<file path="config.mk">
export PLATFORM = sky130hd
export DESIGN_NAME = resetCauseReg
export DESIGN_NICKNAME = d
export VERILOG_FILES = /design/src/rtl/rcr_pkg.sv /design/src/rtl/rcr_ctrl.sv /design/src/rtl/rcr_dpath.sv /design/src/rtl/resetCauseReg.sv
export SDC_FILE = /design/constraint.sdc
export NUM_CORES = 1
export LEC_CHECK = 0
export ABC_AREA = 1
export CAP_MARGIN = 20
export CORE_ASPECT_RATIO = 1.2
export CORE_MARGIN = 3
export CORE_UTILIZATION = 25
export DETAILED_ROUTE_END_ITERATION = 16
export GPL_TIMING_DRIVEN = 1
export PLACE_DENSITY = 0.63
export SYNTH_ARGS = -nofsm -noshare
export SYNTH_HDL_FRONTEND = slang
export SYNTH_SLANG_ARGS = --single-unit
</file>
<file path="constraint.sdc">
create_clock -name clk -period 1.4 [get_ports clk]
set_input_delay 0.42 -clock clk [delete_from_list [all_inputs] [get_ports clk]]
set_output_delay 0.42 -clock clk [all_outputs]
set_load 0.02 [all_outputs]
</file>
<file path="src/rtl/rcr_pkg.sv">
package rcr_pkg;

  localparam int FLAG_W = 8;

  // Bit positions of the cause flags; software decodes these positions.
  localparam int BIT_EXT  = 7;
  localparam int BIT_PWR  = 6;
  localparam int BIT_WDOG = 5;
  localparam int BIT_DBF  = 4;
  localparam int BIT_RSVD = 3;
  localparam int BIT_LOC  = 2;
  localparam int BIT_SWR  = 1;
  localparam int BIT_SWRP = 0;

  typedef logic [FLAG_W-1:0] flagVec_t;

  // Positions that a request pulse may set.
  localparam flagVec_t REQ_MASK = (flagVec_t'(1) << BIT_EXT)  |
                                  (flagVec_t'(1) << BIT_WDOG) |
                                  (flagVec_t'(1) << BIT_DBF)  |
                                  (flagVec_t'(1) << BIT_LOC)  |
                                  (flagVec_t'(1) << BIT_SWR)  |
                                  (flagVec_t'(1) << BIT_SWRP);

  // Cause pending right after power-up: external and power-up together.
  localparam flagVec_t PWRUP_CAUSE = (flagVec_t'(1) << BIT_EXT) |
                                     (flagVec_t'(1) << BIT_PWR);

  // Strobes from control to datapath.
  typedef struct packed {
    logic commit;
    logic clear;
  } rcrStrobe_t;

endpackage

</file>
<file path="src/rtl/rcr_ctrl.sv">
module rcr_ctrl
  import rcr_pkg::*;
(
  input  logic       clk,
  input  logic       pwrOnRstN,
  input  flagVec_t   rstReq,
  input  logic       rstDone,
  input  logic       regSel,
  input  logic       regWr,
  input  logic       regSup,
  output rcrStrobe_t strb,
  output flagVec_t   setVec
);

  flagVec_t pendQ;
  flagVec_t reqMasked;

  assign reqMasked = rstReq & REQ_MASK;

  // The pending latch starts with the power-up cause, collects requests,
  // and is emptied by the completion strobe.
  always_ff @(posedge clk or negedge pwrOnRstN) begin
    if (!pwrOnRstN)   pendQ <= PWRUP_CAUSE;
    else if (rstDone) pendQ <= '0;
    else              pendQ <= pendQ | reqMasked;
  end

  always_comb begin
    strb.commit = rstDone;
    strb.clear  = regSel & regWr & regSup;
    setVec      = rstDone ? (pendQ | reqMasked) : '0;
  end

  // a commit leaves the pending latch empty
  p_pend_empty_r10: assert property (@(posedge clk) disable iff (!pwrOnRstN)
    rstDone |=> (pendQ == '0));

  // without a commit, pending causes are not lost
  p_pend_holds_r2: assert property (@(posedge clk) disable iff (!pwrOnRstN)
    !rstDone |=> ((pendQ & $past(pendQ)) == $past(pendQ)));

  // the power-up and reserved positions never enter the latch from a request
  p_req_filter_r7: assert property (@(posedge clk) disable iff (!pwrOnRstN)
    !rstDone |=> ((pendQ & ~$past(pendQ) & ~REQ_MASK) == '0));

endmodule

</file>
<file path="src/rtl/rcr_dpath.sv">
module rcr_dpath
  import rcr_pkg::*;
(
  input  logic       clk,
  input  logic       pwrOnRstN,
  input  rcrStrobe_t strb,
  input  flagVec_t   setVec,
  input  flagVec_t   regWdata,
  input  logic       regSel,
  input  logic       regSup,
  output flagVec_t   regRdata
);

  flagVec_t flagQ;
  flagVec_t clrMask;

  assign clrMask = strb.clear ? regWdata : '0;

  for (genvar i = 0; i < FLAG_W; i++) begin : g_flag
    if (i == BIT_RSVD) begin : g_rsvd
      assign flagQ[i] = 1'b0;
    end else begin : g_bit
      // A set wins over a clear in the same cycle.
      always_ff @(posedge clk or negedge pwrOnRstN) begin
        if (!pwrOnRstN) flagQ[i] <= 1'b0;
        else            flagQ[i] <= setVec[i] | (flagQ[i] & ~clrMask[i]);
      end
    end
  end

  assign regRdata = (regSel && regSup) ? flagQ : '0;

  // every bit set by a commit is present afterwards
  p_set_wins_r6: assert property (@(posedge clk) disable iff (!pwrOnRstN)
    strb.commit |=> ((flagQ & $past(setVec)) == $past(setVec)));

  // bits written as one and not set in that cycle are cleared
  p_w1c_r4: assert property (@(posedge clk) disable iff (!pwrOnRstN)
    strb.clear |=> ((flagQ & $past(regWdata) & ~$past(setVec)) == '0));

  // without a clear strobe no flag falls
  p_sticky_r3: assert property (@(posedge clk) disable iff (!pwrOnRstN)
    !strb.clear |=> ((flagQ & $past(flagQ)) == $past(flagQ)));

  // without a commit no flag rises
  p_no_spurious_r2: assert property (@(posedge clk) disable iff (!pwrOnRstN)
    !strb.commit |=> ((flagQ & ~$past(flagQ)) == '0));

endmodule

</file>
<file path="src/rtl/resetCauseReg.sv">
module resetCauseReg
  import rcr_pkg::*;
(
  input  logic       clk,
  input  logic       pwrOnRstN,
  input  logic [7:0] rstReq,
  input  logic       rstDone,
  input  logic       regSel,
  input  logic       regWr,
  input  logic       regSup,
  input  logic [7:0] regWdata,
  output logic [7:0] regRdata
);

  rcrStrobe_t strb;
  flagVec_t   setVec;

  rcr_ctrl u_ctrl (
    .clk       (clk),
    .pwrOnRstN (pwrOnRstN),
    .rstReq    (rstReq),
    .rstDone   (rstDone),
    .regSel    (regSel),
    .regWr     (regWr),
    .regSup    (regSup),
    .strb      (strb),
    .setVec    (setVec)
  );

  rcr_dpath u_dpath (
    .clk       (clk),
    .pwrOnRstN (pwrOnRstN),
    .strb      (strb),
    .setVec    (setVec),
    .regWdata  (regWdata),
    .regSel    (regSel),
    .regSup    (regSup),
    .regRdata  (regRdata)
  );

  // a non-supervisor access never exposes flag data
  p_nonsup_read_r8: assert property (@(posedge clk) disable iff (!pwrOnRstN)
    !regSup |-> (regRdata == 8'h00));

endmodule

</file>
### Word-level counts from Yosys, hierarchy flattened

Index checks and enable logic that the tools add are counted.

| operators by class | value |
|---|---|
| bitwise logic cells | 24 |
| reduce and logical (&&, ||, !) cells | 1 |
| mux-type cells | 4 |

Operator list:

| operator | count |
|---|---|
| 8-bit 2-to-1 mux | 4 |
| 1-bit bitwise AND | 9 |
| 8-bit bitwise OR | 1 |
| 1-bit NOT | 7 |
| 1-bit bitwise OR | 7 |
| 1-bit logical AND | 1 |

| storage, ports and cells | value |
|---|---|
| flip-flop bits (word level) | 15 |
| input port bits | 22 |
| output and inout bits | 8 |
| logic and storage cells | 37 |

### Logic depth before layout (Yosys ltp)

Gate-level depths: netlist (run 1).

| logic depth | value |
|---|---|
| depth after elaboration | 6 |
| depth in mapped cells | 4 |
| mapped depth without buffers | 3 |

### Cells and area by module

A second synthesis (run 1) with hierarchy kept.

| unflattened totals | value |
|---|---|
| cell total of the unflattened synthesis | 89 |
| area, all modules | 678.2 µm² |

Modules (own cells, without submodules):

| module | area an instance (µm²) | cells each | sequential area each (µm²) | instances |
|---|---|---|---|---|
| rcr_dpath | 347.8 | 52 | 175.2 | 1 |
| rcr_ctrl | 330.3 | 37 | 177.7 | 1 |

### Worst setup path after synthesis (run 1)

OpenSTA, ideal clock, no wires.

| timing | value |
|---|---|
| kind | input to output |
| start point | input port regSup |
| end point | output port regRdata[0] |
| cell stages on the path | 3 |
| data required time | 0.980 ns |
| path slack | 0.055 ns |
| arrival time | 0.925 ns |
| buffers on the path | 1 |
| cell sequence | buf_4 nand2_2 nor2_1 |

| on the way | value |
|---|---|
| word-level cells in the longest chain between the ends | 2 |

RTL lines:

| what | line | source |
|---|---|---|
| start, declared | resetCauseReg.sv:10 | `input logic regSup,` |
| 1-bit logical AND | rcr_dpath.sv:31 | `assign regRdata = (regSel && regSup) ? flagQ : '0;` |
| 8-bit 2-to-1 mux | rcr_dpath.sv:31 |  |
| end, declared | resetCauseReg.sv:12 | `output logic [7:0] regRdata` |

Every way passes these cells.

### Final worst setup path (run 1)

| timing | value |
|---|---|
| start point | input port regSel |
| end point | output port regRdata[0] |

| on the way | value |
|---|---|
| word-level cells in the longest chain between the ends | 2 |

RTL lines:

| what | line | source |
|---|---|---|
| start, declared | resetCauseReg.sv:8 | `input logic regSel,` |
| 1-bit logical AND | rcr_dpath.sv:31 |  |
| 8-bit 2-to-1 mux | rcr_dpath.sv:31 |  |

Every way passes these cells.

==> flow_metrics.tcl, run 1 <==
set metrics [dict create \
    path_buf_inv 2 \
    clockRootBuffer "clkbuf_4" \
    place_ws_ns -0.754 \
    core-area_sq_um 2350 \
    finalWorstPathRequiredPeriod_ns 1.40 \
    cts-root-to-sink-buffers 2 \
    finalHoldWorstSlack_ns 0.438 \
    htreeDepth 1 \
    worstPathMaxFanout 7 \
    netlist_area_sq_um 632 \
    final.setup.worst_slack_ns 0.000299 \
    synth-seq-cells 14 \
    worst-r2r-cell-count 2 \
    r2r_end "u_dpath.flagQ[7]" \
    die_area_sq_um 3170 \
    floorplan.initialDensity_pct 26.8 \
    worst_r2r_startpoint "u_ctrl.pendQ[7]" \
    achievable-frequency_ghz 0.714 \
    detailedPlacementHpwl_um 995 \
    critPathTopFamily "buffers and inverters" \
    post-route-period-util_pct 100 \
    report.final.setup_viol 0 \
    postSynthCellCount 76 \
    cellLeakagePower_nw 0.478 \
    critical_path.startpoint "regSel" \
    hold_viol 0 \
    critical_path.cell_chain "clkdlybuf4s15_2 -> nand2_4 -> nor2_1 -> buf_4" \
    grt_start_max_net_pins 15 \
    place.port_buffers 25 \
    grt.total_usage_pct 9.25 \
    routedWlPerCell_um 9.89 \
    commonest_cells_post_synth "20 x nor2_1, 15 x nand2_1, 12 x dfrtp_1" \
    ant_nets 0 \
    count_of_distinct_cell_types_in_the_synthesized_netlist 12 \
    clock-skew-final_ns 0.000222 \
    drv_slew 0 \
    compound_gate_fraction_of_synth_area_pct 4.75 \
    final_area_sq_um 958 \
    synth.largest_area_cell "dfrtp_1" \
    vdd.ir_drop.worst_v 0.000367 \
    synth_area_per_cell_sq_um 8.31 \
    final.setup.tns_ns 0 \
    worst-setup-path-type "input port to primary output" \
    post_cts_hold_buffer_count 0 \
    synth_top_area_share_pct 47.5 \
    floorplan.io_pins 30 \
    synth_most_common_cell "nor2_1" \
    antenna_cells_inserted 0 \
    cap_violations 0 \
    postPlaceCellArea_sq_um 917 \
    place.gp.congestion 0.638 \
    synthSimpleGateAreaFrac_pct 28.7 \
    mappedNetlistNets 98 \
    ys_seq_area_share_pct 55.8 \
    status "complete, no violations" \
    clk_pin_slew_ns 0.08 \
    die_h_um 61.1 \
    chipWidth_um 51.9 \
    detail_route.vias_per_cell 4.17 \
    synth_flop_cell "dfrtp_1" \
    route.final.wire_length_mm 1.35 \
    clock_tree_from_tritoncts "built" \
    drive_gt1_share_pct 21.9 \
    timing.critical_path.to_type "primary output" \
    drt_pre_antenna_iters 4 \
    worstHoldPathType "flop to flop" \
    worst_ep_arrival_time_ns 0.98 \
    area_delta_synth_final_pct 51.7 \
    finalNetCount 128 \
    netlist_top_cells_area "dfrtp_1 48%, nor2_1 12%, nand2_1 8.9%" \
    synth_async_reset_ratio_pct 100 \
    synthMuxAreaShare_pct 0 \
    clock-sinks 14 \
    timing.critical_path.depth 4 \
    cts_setup_buffers 0 \
    synth_enable_flop_cells 0 \
    stdcell_count 136 \
    worst_setup_path_endpoint "regRdata[0]" \
    synth_fa_ha_area_share_pct 0 \
    clkLatencyLatePin_ns 0.27 \
    row_count 19 \
    remaining_drc_errors 0 \
    rsz0062_at_grt "true" \
    place.detailed.instances 132 \
    globalRouteOverflowTotal 0 \
    cp_data_required_time_ns 0.98 \
    count_of_yosys_warnings_during_synthesis 0 \
    grt_antenna_before_repair 0 \
    stage_delay_of_the_slowest_cell_on_the_critical_path_ns 0.21 \
    via_count_of_the_first_global_routing_pass 539 \
    timing.reg2reg.setup_slack_ns 0.68 \
    largest_family_of_logic_cells_by_synthesized_area "simple AND/OR/NAND/NOR gates" \
    dr_total_vias 567 \
    grt_first_pass_wirelength_mm 2.21 \
    number_of_buffers_inserted_during_clock_tree_synthesis 3 \
    synth-xor-area-share_pct 0 \
    detail_route.iter0.violations 19 \
    cp-start-kind "input port" \
    cp_slowest_cell "clkdlybuf4s15_2" \
    p_per_area_nw_per_um2 923 \
]
[final cells by class]
class                      count  area, sq um
clock buffer                   4         36.3
fill                         234         1400
inverter                       8         30.0
multi-input combinational     50          228
sequential                    14          353
tap                           31         38.8
timing repair buffer          29          273
[layout by cell type (no fill, tap or decap), types with 3 or more instances in the layout]
cell / count
buf_4: 9
o21ai_0: 4
inv_1: 8
nand4_1: 7
dfrtp_1: 12
nor2_2: 3
clkdlybuf4s50_1: 16
nand2_1: 15
clkbuf_4: 3
nor2_1: 17
[through the flow]
stage	total power [mW]	utilization, %
after floorplan	0.523	-
after global placement	0.615	39.0
after detailed placement	0.619	39.0
after CTS	0.896	40.0
after global routing	0.937	40.7
final	0.885	40.7
[where the power goes]
group | leakage (nW) | switching (mW) | internal [mW]
Sequential | 0.154 | 0.0123 | 0.431
Clock | 0.0210 | 0.116 | 0.158
Combinational | 0.303 | 0.0810 | 0.0873
Total | 0.478 | 0.209 | 0.676
[worst register-to-register path: stages (launching register included)]
cell	delay, ns
dfstp_2	0.53
o21ai_0	0.06
nand2_1	0.07
[repair_timing]
action / 4_1_cts / 5_1_grt
pin swaps: 2 / 1
endpoints found under the setup margin: 7 / 5
gates resized for setup: 41 / 6
[logic make-up after synthesis]
kind of cell / after synthesis
other cells: 1
buf+inv: 12
compound gates: 6
simple gates: 43
flops: 14
[layer usage]
| metal | global-route usage, % | vias up | routed length [um] |
|---|---|---|---|
| met5 | 0 | - | 0 |
| met4 | 6.74 | 0 | 25 |
| met3 | 1.45 | 2 | 132 |
| met2 | 16.0 | 26 | 633 |
| met1 | 10.3 | 245 | 553 |
| li1 | - | 294 | - |
[worst min-delay path by stage]
stage	endpoint	startpoint	cells past startpoint
after floorplan	u_ctrl.pendQ[0]	pwrOnRstN	0
after global placement	u_ctrl.pendQ[6]	u_ctrl.pendQ[6]	2
after detailed placement	u_ctrl.pendQ[6]	u_ctrl.pendQ[6]	2
after CTS	u_ctrl.pendQ[6]	u_ctrl.pendQ[6]	2
after global routing	u_ctrl.pendQ[6]	u_ctrl.pendQ[6]	2
final	u_ctrl.pendQ[6]	u_ctrl.pendQ[6]	2
[state kept, by name, summed over array words and instances, names as in the netlist]
register       flops
u_dpath.flagQ      7
u_ctrl.pendQ       7
Note: power is estimated with default switching activity, not from simulation.
==> run 2: changes to the inputs <==
--- a/config.mk
+++ b/config.mk
@@ -13,6 +13,7 @@
 export DETAILED_ROUTE_END_ITERATION = 16
 export GPL_TIMING_DRIVEN = 1
 export PLACE_DENSITY = 0.63
+export SETUP_SLACK_MARGIN = 0.5
 export SYNTH_ARGS = -nofsm -noshare
 export SYNTH_HDL_FRONTEND = slang
 export SYNTH_SLANG_ARGS = --single-unit
==> run 2 against run 1 <==
Compared with the run above: clock skew grew 0.0069 ns; hold slack gained 0.00070 ns; critical path depth shrank 1; clock power shrank 18%; cell area grew 5.5%; sequential cell count is the same; first-iteration DRC count shrank 63%; cell count grew 0.74%; count of clock-buffer cells in the layout is the same; global-route usage grew 0.60 points; wire length grew 0.89%; die area is the same; critical path type is now flop to primary output; critical endpoint is now regRdata[5]; largest power group unchanged.
==> flow_metrics.tcl, run 2 (same netlist as run 1, synthesis figures left out) <==
set metrics [dict create \
    dr_total_vias 560 \
    worst_ep_arrival_time_ns 0.90 \
    worstHoldPathType "flop to flop" \
    final_util_pct 43.0 \
    stage_delay_of_the_slowest_cell_on_the_critical_path_ns 0.37 \
    cellLeakagePower_nw 0.479 \
    globalRouteOverflowTotal 0 \
    cp_data_required_time_ns 0.98 \
    clkLatencyLatePin_ns 0.27 \
    detail_route.vias_per_cell 4.09 \
    row_count 19 \
    worst_setup_path_endpoint "regRdata[5]" \
    drv_slew 0 \
    cp-start-kind "flop" \
    postPlaceCellArea_sq_um 983 \
    cp_slowest_cell "dfrtp_1" \
    drive_gt1_share_pct 34.0 \
    area_delta_synth_final_pct 60.0 \
    grt_first_pass_wirelength_mm 2.36 \
    post-layout-total-power_mw 0.863 \
    critical_path.cell_chain "inv_2 -> nor2_4 -> buf_6" \
    finalWorstPathRequiredPeriod_ns 1.32 \
    htreeDepth 1 \
    final_area_sq_um 1010 \
    grt_antenna_before_repair 0 \
    clock-sinks 14 \
    worst-r2r-cell-count 2 \
    clock_tree_from_tritoncts "built" \
    grt.total_usage_pct 9.85 \
    critical_path.startpoint "u_dpath.flagQ[5]" \
    place.gp.congestion 0.631 \
    number_of_buffers_inserted_during_clock_tree_synthesis 3 \
    worstPathMaxFanout 2 \
    timing.critical_path.to_type "primary output" \
    via_count_of_the_first_global_routing_pass 544 \
    floorplan.initialDensity_pct 26.8 \
    core-area_sq_um 2350 \
    antenna_cells_inserted 0 \
    achievable-frequency_ghz 0.758 \
    report.final.setup_viol 0 \
    timing.reg2reg.setup_slack_ns 0.66 \
    post-route-period-util_pct 94.2 \
    routedWlPerCell_um 9.91 \
    clk_pin_slew_ns 0.08 \
    detail_route.iter0.violations 7 \
    finalHoldWorstSlack_ns 0.439 \
    timing.critical_path.depth 3 \
    worst_r2r_startpoint "u_ctrl.pendQ[0]" \
    status "complete, no violations" \
    vdd.ir_drop.worst_v 0.000587 \
    worst-setup-path-type "flop to primary output" \
    top_regs "u_ctrl.pendQ: 7 flops, u_dpath.flagQ: 7 flops" \
    path_buf_inv 2 \
    cap_violations 0 \
    clockRootBuffer "clkbuf_4" \
    final.setup.tns_ns 0 \
    fill_cells 228 \
    floorplan.io_pins 30 \
    finalNetCount 129 \
    drt_pre_antenna_iters 4 \
    route.final.wire_length_mm 1.36 \
    layout.cells.most_common_list "15 x nand2_1, 13 x nor2_1, 12 x dfrtp_1" \
    grt_start_max_net_pins 15 \
    place.port_buffers 25 \
    r2r_end "u_dpath.flagQ[0]" \
    most_common_cell_after_layout_fill_and_taps_aside "nand2_1" \
    clock-skew-final_ns 0.00714 \
    cts-root-to-sink-buffers 2 \
    rsz0062_at_grt "true" \
    ant_nets 0 \
    critPathTopFamily "flip-flops" \
    die_h_um 61.1 \
    chipWidth_um 51.9 \
    hold_viol 0 \
    die_area_sq_um 3170 \
    p_per_area_nw_per_um2 854 \
    remaining_drc_errors 0 \
]
run 2: timing repair:
action	CTS	global route
cloned	1	0
endpoints found under the setup margin	19	13
hold buffers	0	0
pin swaps	17	7
resized for setup	71	4
setup buffers	0	0
run 2: per-layer routing:
metal  global-route usage (%)  part of all wire [%]  wire [um]  up-vias
met3                     1.94                   8.2        111        2
met1                     12.9                    47        637      240
met5                        0                     0          0        -
met2                     15.8                    44        601       22
li1                         -                     -          -      296
met4                     4.49                  0.52          7        0
run 2: metrics by stage:
step / worst slack (ns) / std cells
after global placement: -0.876 / 132
final: 0.0809 / 137
after detailed placement: -0.910 / 132
after floorplan: 0.196 / 76
after CTS: 0.0716 / 137
after global routing: 0.0387 / 137
run 2: tightest hold or removal path: cells and delay by family, from the launching register on:
| family | cells | cell delay, ns |
|---|---|---|
| flops | 1 | 0.37 |
| buf+inv | 1 | 0.04 |
| simple gates | 1 | 0.03 |
run 2: where the power goes:
part	switching [mW]	internal [mW]	total (mW)
sequential	0.0148	0.431	0.446
combinational	0.0985	0.0943	0.193
clock	0.114	0.110	0.224
run 2: area by class of cell:
type                    count  area, sq um  area share [%]
flip-flops and latches     14          353            34.9
clock buffers               4         26.3            2.60
repair buffers             30          278            27.5
well taps                  31         38.8            3.84
multi-input cells          50          285            28.2
inverters                   8         30.0            2.97
run 2: worst min path at each step:
stage,start,to,slack [ns],cells after the start
3_3_place_gp,u_ctrl.pendQ[6],u_ctrl.pendQ[6],0.43,2
6_report,u_ctrl.pendQ[6],u_ctrl.pendQ[6],0.44,2
5_1_grt,pwrOnRstN,u_ctrl.pendQ[2],0.45,2
4_1_cts,u_ctrl.pendQ[6],u_ctrl.pendQ[6],0.44,2
3_5_place_dp,u_ctrl.pendQ[6],u_ctrl.pendQ[6],0.43,2
2_1_floorplan,pwrOnRstN,u_ctrl.pendQ[0],0.12,0
==> run 3: changes to the inputs <==
--- a/config.mk
+++ b/config.mk
@@ -6,8 +6,7 @@
 export NUM_CORES = 1
 export LEC_CHECK = 0
 export ABC_AREA = 1
-export CAP_MARGIN = 20
-export CORE_ASPECT_RATIO = 1.2
+export CAP_MARGIN = 30
 export CORE_MARGIN = 3
 export CORE_UTILIZATION = 25
 export DETAILED_ROUTE_END_ITERATION = 16
==> run 3 against run 2 <==
Compared with the run above: first-iteration DRC count grew 14%; die area barely moved; cell area rose by 3.3%; setup slack about the same; core utilization rose by 2.5 points; critical path type unchanged; largest power group unchanged.
==> flow_metrics.tcl, run 3 (same netlist as run 1, synthesis figures left out) <==
set metrics [dict create \
    status "complete, no violations" \
    p_per_area_nw_per_um2 890 \
    detail_route.vias_per_cell 4.32 \
    row_count 17 \
    worstPathMaxFanout 2 \
    floorplan.initialDensity_pct 27.5 \
    stdcell_count 137 \
    drive_gt1_share_pct 34.9 \
    grt_antenna_before_repair 0 \
    detail_route.iter0.violations 8 \
    worst_ep_arrival_time_ns 0.90 \
    place_ws_ns -0.890 \
    clock_tree_from_tritoncts "built" \
    multiInputGateArea_sq_um 282 \
    worst_r2r_startpoint "u_dpath.flagQ[1]" \
    critPathTopFamily "flip-flops" \
    grt.total_usage_pct 10.7 \
    die_h_um 56.3 \
    core-area_sq_um 2300 \
    cp-start-kind "flop" \
    clock-skew-final_ns 0.000283 \
    finalHoldWorstSlack_ns 0.438 \
    r2r_end "u_dpath.flagQ[1]" \
    path_buf_inv 2 \
    via_count_of_the_first_global_routing_pass 584 \
    remaining_drc_errors 0 \
    fill_cells 239 \
    post-route-period-util_pct 94.2 \
    final_util_pct 45.5 \
    route.final.wire_length_mm 1.51 \
    cts-root-to-sink-buffers 2 \
    cp_slowest_cell "dfrtp_1" \
    finalNetCount 132 \
    place.port_buffers 25 \
    worst-r2r-cell-count 4 \
    post_cts_hold_buffer_count 0 \
    worst_setup_path_endpoint "regRdata[5]" \
    number_of_buffers_inserted_during_clock_tree_synthesis 3 \
    die_area_sq_um 3170 \
    achievable-frequency_ghz 0.758 \
    top_regs "u_ctrl.pendQ: 7 flops, u_dpath.flagQ: 7 flops" \
    clock-sinks 14 \
    place.gp.congestion 0.792 \
    timing.reg2reg.setup_slack_ns 0.56 \
    clk_pin_slew_ns 0.08 \
    place.detailed.instances 129 \
    chipWidth_um 56.3 \
    layout.area.seq_sq_um 353 \
    htreeDepth 1 \
    ant_nets 0 \
    rsz0062_at_grt "true" \
    stage_delay_of_the_slowest_cell_on_the_critical_path_ns 0.39 \
    cp_data_required_time_ns 0.98 \
    cap_violations 0 \
    hold_viol 0 \
    worstHoldPathType "input port to asynchronous set/reset pin" \
    routedWlPerCell_um 11.0 \
    drv_slew 0 \
    clkLatencyLatePin_ns 0.27 \
    timing.critical_path.to_type "primary output" \
    timing.critical_path.depth 3 \
    finalWorstPathRequiredPeriod_ns 1.32 \
    most_common_cell_after_layout_fill_and_taps_aside "nand2_1" \
    dr_total_vias 592 \
    vdd.ir_drop.worst_v 0.000520 \
    drt_pre_antenna_iters 3 \
    critical_path.startpoint "u_dpath.flagQ[5]" \
    grt_first_pass_wirelength_mm 2.55 \
    grt_start_max_net_pins 15 \
    critical_path.cell_chain "inv_2 -> nor2_4 -> buf_6" \
    final.setup.worst_slack_ns 0.0810 \
    clockRootBuffer "clkbuf_4" \
    report.final.setup_viol 0 \
    globalRouteOverflowTotal 0 \
    floorplan.io_pins 30 \
    worst-setup-path-type "flop to primary output" \
    post-layout-total-power_mw 0.930 \
    layout.cells.most_common_list "15 x nand2_1, 13 x nor2_1, 12 x dfrtp_1" \
    area_delta_synth_final_pct 65.3 \
    antenna_cells_inserted 0 \
    cellLeakagePower_nw 0.505 \
]
-- run 3: cell count changes in the layout (fill, tap and decap cells not counted), sizes merged --
| cell | delta |
|---|---|
| clkdlybuf4s15 | +1 |
| dlygate4sd2 | -1 |
| clkbuf | -1 |
| buf | +3 |
| dlymetal6s2s | +1 |
-- run 3: routing by layer --
metal | wire length (um) | up-vias | global-route usage (%)
met4 | 55 | 0 | 9.15
met2 | 731 | 23 | 18.4
met3 | 79 | 4 | 1.15
li1 | - | 301 | -
met5 | 0 | - | 0
met1 | 644 | 264 | 11.6
-- run 3: area by class of cell --
cell class | instances | share of cell area (%)
sequential | 14 | 33.8
multi-input combinational | 50 | 26.9
clock buffer | 4 | 3.47
timing repair buffer | 33 | 29.6
inverter | 8 | 2.87
tap | 28 | 3.35
-- run 3: per-stage QoR --
stage               TNS (ns)  area (sq um)
finish                     0          1040
CTS                        0          1030
global route               0          1040
floorplan                  0           723
global placement       -6.94           980
detailed placement     -7.12           980
-- run 3: how the worst min path moves through the flow --
stage | from | to | slack [ns]
after global routing | pwrOnRstN | u_dpath.flagQ[7] | 0.45
after CTS | pwrOnRstN | u_dpath.flagQ[0] | 0.43
after floorplan | pwrOnRstN | u_ctrl.pendQ[0] | 0.12
after global placement | u_ctrl.pendQ[6] | u_ctrl.pendQ[6] | 0.43
final | pwrOnRstN | u_dpath.flagQ[0] | 0.44
after detailed placement | u_ctrl.pendQ[6] | u_ctrl.pendQ[6] | 0.43
-- run 3: what timing repair did --
item	4_1_cts	5_1_grt
gates resized for setup	70	4
setup buffers	1	2
gates cloned	1	0
pin swaps	19	5
setup endpoints to repair	19	13
-- run 3: power breakdown --
part	switching, mW	internal (mW)	leakage (nW)
Sequential	0.0144	0.431	0.154
Combinational	0.100	0.102	0.330
Clock	0.123	0.158	0.0210
